==> config.mk <==
export PLATFORM = sky130hd
export DESIGN_NAME = misc_intr_ctrl
export DESIGN_NICKNAME = d
export VERILOG_FILES = /design/src/rtl/misc_intr_pkg.sv /design/src/rtl/misc_timer_flag.sv /design/src/rtl/misc_ipi_slot.sv /design/src/rtl/misc_intr_ctrl.sv
export SDC_FILE = /design/constraint.sdc
export NUM_CORES = 1
export LEC_CHECK = 0
export ABC_AREA = 0
export BUFFER_PORTS_ARGS = -buffer_cell sky130_fd_sc_hd__buf_2
export CAP_MARGIN = 20
export CORE_ASPECT_RATIO = 0.8
export CORE_MARGIN = 10
export CORE_UTILIZATION = 44
export DETAILED_ROUTE_END_ITERATION = 7
export PLACE_DENSITY = 0.82
export REMOVE_ABC_BUFFERS = 1
export SLEW_MARGIN = 20
export SYNTH_ARGS = -nofsm -noshare
export SYNTH_HDL_FRONTEND = slang
export SYNTH_HIERARCHICAL = 1
export SYNTH_SLANG_ARGS = --single-unit
==> constraint.sdc <==
create_clock -name clk_i -period 2.5 [get_ports clk_i]
set_input_delay 0.25 -clock clk_i [delete_from_list [all_inputs] [get_ports clk_i]]
set_output_delay 0.25 -clock clk_i [all_outputs]
set_load 0.005 [all_outputs]
==> src/rtl/misc_intr_pkg.sv <==
package misc_intr_pkg;
  localparam int unsigned TFLAG_LSB = 4;   // timer flags / timer clear
  localparam int unsigned ICLR_LSB  = 8;   // ipi flags / ipi clear
  localparam int unsigned IREQ_LSB  = 12;  // ipi request
  localparam int unsigned FIELD_MSB = 15;
endpackage

==> src/rtl/misc_timer_flag.sv <==
module misc_timer_flag (
  input  logic clk_i,
  input  logic rst_ni,
  input  logic tick_i,
  input  logic clr_i,
  output logic flag_o
);
  always_ff @(posedge clk_i or negedge rst_ni) begin
    if (!rst_ni)     flag_o <= 1'b0;
    else if (tick_i) flag_o <= 1'b1;  // tick wins over clear
    else if (clr_i)  flag_o <= 1'b0;
  end

  assert_tick_wins_R4: assert property (@(posedge clk_i) disable iff (!rst_ni)
    tick_i |=> flag_o);
  assert_clear_R3: assert property (@(posedge clk_i) disable iff (!rst_ni)
    (clr_i && !tick_i) |=> !flag_o);
endmodule

==> src/rtl/misc_ipi_slot.sv <==
module misc_ipi_slot #(
  parameter int unsigned CNT_W = 4
) (
  input  logic clk_i,
  input  logic rst_ni,
  input  logic req_i,
  input  logic clr_i,
  output logic flag_o,
  output logic irq_o
);
  localparam logic [CNT_W-1:0] CNT_MAX = {CNT_W{1'b1}};

  logic [CNT_W-1:0] cnt_q, cnt_inc, cnt_d;

  // request applied before clear
  always_comb begin
    cnt_inc = (req_i && cnt_q != CNT_MAX) ? cnt_q + 1'b1 : cnt_q;
    cnt_d   = (clr_i && cnt_inc != '0) ? cnt_inc - 1'b1 : cnt_inc;
  end

  always_ff @(posedge clk_i or negedge rst_ni) begin
    if (!rst_ni) begin
      cnt_q  <= '0;
      flag_o <= 1'b0;
    end else begin
      cnt_q <= cnt_d;
      if (clr_i)      flag_o <= 1'b0;
      else if (req_i) flag_o <= 1'b1;
    end
  end

  assign irq_o = (cnt_q != '0);

  assert_no_wrap_R8: assert property (@(posedge clk_i) disable iff (!rst_ni)
    (cnt_q == CNT_MAX && req_i && !clr_i) |=> cnt_q == CNT_MAX);
  assert_dec_R6: assert property (@(posedge clk_i) disable iff (!rst_ni)
    (clr_i && !req_i && cnt_q != '0) |=> cnt_q == $past(cnt_q) - 1'b1);
  assert_req_raise_R5: assert property (@(posedge clk_i) disable iff (!rst_ni)
    (req_i && !clr_i) |=> (irq_o && flag_o));
  assert_both_R7: assert property (@(posedge clk_i) disable iff (!rst_ni)
    (req_i && clr_i && cnt_q != CNT_MAX) |=> (!flag_o && $stable(cnt_q)));
endmodule

==> src/rtl/misc_intr_ctrl.sv <==
module misc_intr_ctrl
  import misc_intr_pkg::*;
#(
  parameter int unsigned NCPU   = 4,
  parameter int unsigned CNT_W  = 4,
  parameter int unsigned DATA_W = 64
) (
  input  logic                    clk_i,
  input  logic                    rst_ni,
  input  logic                    tick_i,
  input  logic                    wr_en_i,
  input  logic [DATA_W-1:0]       wr_data_i,
  input  logic                    rd_en_i,
  input  logic [$clog2(NCPU)-1:0] rd_cpu_i,
  output logic [DATA_W-1:0]       rd_data_o,
  output logic [NCPU-1:0]         timer_irq_o,
  output logic [NCPU-1:0]         ipi_irq_o,
  output logic                    wr_err_o
);
  localparam int unsigned ID_W = $clog2(NCPU);

  logic [NCPU-1:0] tclr, ireq, iclr, tflag, iflag;
  logic            ctl_hit, bad_wr;

  assign ctl_hit = |wr_data_i[FIELD_MSB:TFLAG_LSB];
  assign bad_wr  = wr_en_i && !ctl_hit;
  assign tclr    = wr_en_i ? wr_data_i[TFLAG_LSB +: NCPU] : '0;
  assign ireq    = wr_en_i ? wr_data_i[IREQ_LSB  +: NCPU] : '0;
  assign iclr    = wr_en_i ? wr_data_i[ICLR_LSB  +: NCPU] : '0;

  for (genvar i = 0; i < NCPU; i++) begin : g_cpu
    misc_timer_flag u_tflag (
      .clk_i  (clk_i),
      .rst_ni (rst_ni),
      .tick_i (tick_i),
      .clr_i  (tclr[i]),
      .flag_o (tflag[i])
    );
    misc_ipi_slot #(.CNT_W(CNT_W)) u_ipi (
      .clk_i  (clk_i),
      .rst_ni (rst_ni),
      .req_i  (ireq[i]),
      .clr_i  (iclr[i]),
      .flag_o (iflag[i]),
      .irq_o  (ipi_irq_o[i])
    );
  end

  assign timer_irq_o = tflag;

  always_ff @(posedge clk_i or negedge rst_ni) begin
    if (!rst_ni) wr_err_o <= 1'b0;
    else         wr_err_o <= bad_wr;
  end

  always_comb begin
    rd_data_o = '0;
    if (rd_en_i) begin
      rd_data_o[ID_W-1:0]            = rd_cpu_i;
      rd_data_o[TFLAG_LSB +: NCPU]   = tflag;
      rd_data_o[ICLR_LSB  +: NCPU]   = iflag;
    end
  end

  assert_err_pulse_R9: assert property (@(posedge clk_i) disable iff (!rst_ni)
    bad_wr |=> wr_err_o);
  assert_err_nochange_R9: assert property (@(posedge clk_i) disable iff (!rst_ni)
    (bad_wr && !tick_i) |=> ($stable(tflag) && $stable(iflag) && $stable(ipi_irq_o)));
  assert_tick_all_R2: assert property (@(posedge clk_i) disable iff (!rst_ni)
    tick_i |=> (&timer_irq_o));
endmodule

==> metrics.txt <==
status=finished clean; CP Launch Type=register; largest cells by area after synthesis=dfrtp_1 27%, buf_4 18%, and2_1 6.8%; Slew headroom=0.611; DRT iter0 DRCs=114; hold-critical path depth=2; Mapped Area=0.00231 mm2; slack of the critical path=0.256 ns; antenna viol nets, final=0; vias after detailed routing=1722; most frequent cell after synthesis=buf_4; Top FF cell, synth=dfrtp_1; endpoints failing hold=0; Area after DPL=0.00236 mm2; initial cell density of the core=0.458; die area=0.00856 mm2; final WL=4.85 mm; Synth Register Bits=25; CP delay by family, top=compound AO/OA/AOI/OAI gates; row count=23; largest net degree at the start of global routing=26; crit path cell chain=ha_1 -> and4_2 -> a211oi_2 -> ha_1 -> inv_1 -> o31ai_2 -> mux2i_1; R2R Setup Slk=0.26 ns; clk_skew=0.000785 ns; nets=384; clock root buffer=clkbuf_8; hold slack=0.220 ns; Slew Limit Fails=0; Pwr Density=851 mW/mm2; ys async rst share=1.00; cell area after layout=0.00242 mm2; initial antenna violation count=0; most frequent CP cell=ha_1; DRC viols=0; Clock Sink Count=25; IO buf count=37; cell taking the most area after synthesis=dfrtp_1; post-synthesis simple-gate area fraction=0.259; Worst setup EP type=register; number of flops mapped to enable cells by yosys=0; Die Ht=84.8 um; share of the synthesized area in the top cell type=0.271; Syn Inst Count=260; Synth Area in Compound Gates=0.121; Crit-path slowest cell=dfrtp_1; post-synth cell types=30; clock slew at reported path FFs=0.09 ns; WP buf/inv=1; Final period util=0.898; reg2reg path depth=7; DR vias/cell=4.76; first-pass GRT wire length=7.93 mm; setup TNS=0 ns; Pre-Repair DR Iteration Count=4; Worst R2R End=g_cpu[3].u_ipi/cnt_q[1]; reg-to-reg startpoint=g_cpu[3].u_ipi/cnt_q[0]; Core Region=0.00504 mm2; vias in the first global route=1734; Worst Setup SP=g_cpu[3].u_ipi/cnt_q[0]; RD Place Congestion=0.815; slowest stage delay, CP=0.44 ns; die width=101 um; Final Critical Period=2.24 ns; Arr. time, crit path=2.44 ns; CTS tree=done; CTS H-Tree Depth=1; sequential fraction of the synthesis area=0.271; maxcap violations=0; dpl ws=0.248 ns; largest family of logic cells by synthesized area=simple AND/OR/NAND/NOR gates; GRT overflow=0; Fmax achieved=0.446 GHz; Mapped Avg Cell Area=8.88 um2; critical path fanouts, max=7; Worst Tran Pin Value=0.584 ns; xor/xnor share of the synthesized area=0.0152; critical path type=reg -> reg; average wire per standard cell=13.4 um; Worst Hold Class=in -> reg; Commonest cells post-synth=54 x buf_4, 25 x and2_1, 25 x dfrtp_1; leakage power=1.20 nW; gr usage total=0.108; multiplexer share of the synthesized area=0.0629; Final setup violation count=0; proportion of layout cells with a drive suffix above 1=0.237; Ant. Diodes=0; Adder-Cell Fraction of Synth Area=0.0650; VDD IR-drop max=0.375 mV; Longest Clk Path Bufs=2; Worst Hold Endpoint=g_cpu[3].u_tflag/flag_o; Critical Path RT=2.69 ns; worst skew pair latency=0.26 ns; unrepaired setup endpoints after global routing=no; Synth warnings=6; area growth from synthesis to layout=4.66%; Num CTS Buffers=3; # IOs=144; DP HPWL=4.03 mm; hold path start=tick_i
## flip-flops by register name, indices dropped and copies added, names as in the netlist
signal                flops
g_cpu.u_ipi/cnt_q        16
g_cpu.u_ipi/flag_o        4
g_cpu.u_tflag/flag_o      4
wr_err_o                  1
## metal layers
layer	routed length (um)	share of wire	track usage	up-vias
met5	0	0	0	-
met4	34	0.0070	0.0316	0
met3	477	0.098	0.0270	2
met2	2340	0.48	0.190	56
met1	2000	0.41	0.124	807
li1	-	-	-	857
## logic make-up (layout without fill, tap and decap cells)
logic type      after synthesis  after routing
compound gates               32             32
flops                        25             25
buf+inv                      71             58
fa+ha+maj                    12             12
other cells                   1             54
simple gates                103            103
xor+xnor                      4              4
mux                          12             12
## cell usage in the layout (no fill, tap or decap), drive strengths merged, types with 9 or more instances in the layout
cell type	synthesis	final
conb	1	54
buf	55	37
and2	26	26
dfrtp	25	25
nor2	17	17
inv	16	16
nor2b	16	16
nand2	16	16
ha	12	12
and4	9	9
## worst max path at each step
stage                              end  slack, ns  cells past startpoint
2_1_floorplan  g_cpu[0].u_ipi/cnt_q[1]       0.52                      7
6_report       g_cpu[3].u_ipi/cnt_q[1]       0.26                      7
3_5_place_dp   g_cpu[3].u_ipi/cnt_q[1]       0.25                      7
5_1_grt        g_cpu[1].u_ipi/cnt_q[1]        0.1                      7
3_3_place_gp   g_cpu[2].u_ipi/cnt_q[1]       0.33                      7
4_1_cts        g_cpu[3].u_ipi/cnt_q[1]       0.23                      7
## what timing repair did
action,in CTS,in global routing
gates resized for setup,0,0
buffers inserted,0,0
hold endpoints to repair,18,0
hold buffers,1,0
## area by class of cell
class	count	area, um2
Fill cell	473	2620
Multi-Input combinational cell	217	1410
Sequential cell	25	626
Timing Repair Buffer	38	195
Tap cell	62	77.6
Inverter	16	60.1
Clock buffer	3	41.3
Clock inverter	1	5.00
## per-stage QoR
step	utilization	cells	total power, mW
global route	0.480	362	2.28
floorplan	-	258	1.53
detailed placement	0.469	357	1.82
finish	0.480	362	2.06
global placement	0.469	357	1.75
CTS	0.480	362	2.07
## where the power goes
group | switching (mW) | internal [mW]
Clock | 0.127 | 0.111
Sequential | 0.207 | 0.547
Combinational | 0.571 | 0.493
## worst register-to-register path: stages, from the launching register on
cell	delay (ns)
dfrtp_1	0.44
ha_1	0.29
and4_2	0.25
a211oi_2	0.30
ha_1	0.25
inv_1	0.07
o31ai_2	0.34
mux2i_1	0.22
Power figures use the tool's default switching activity.
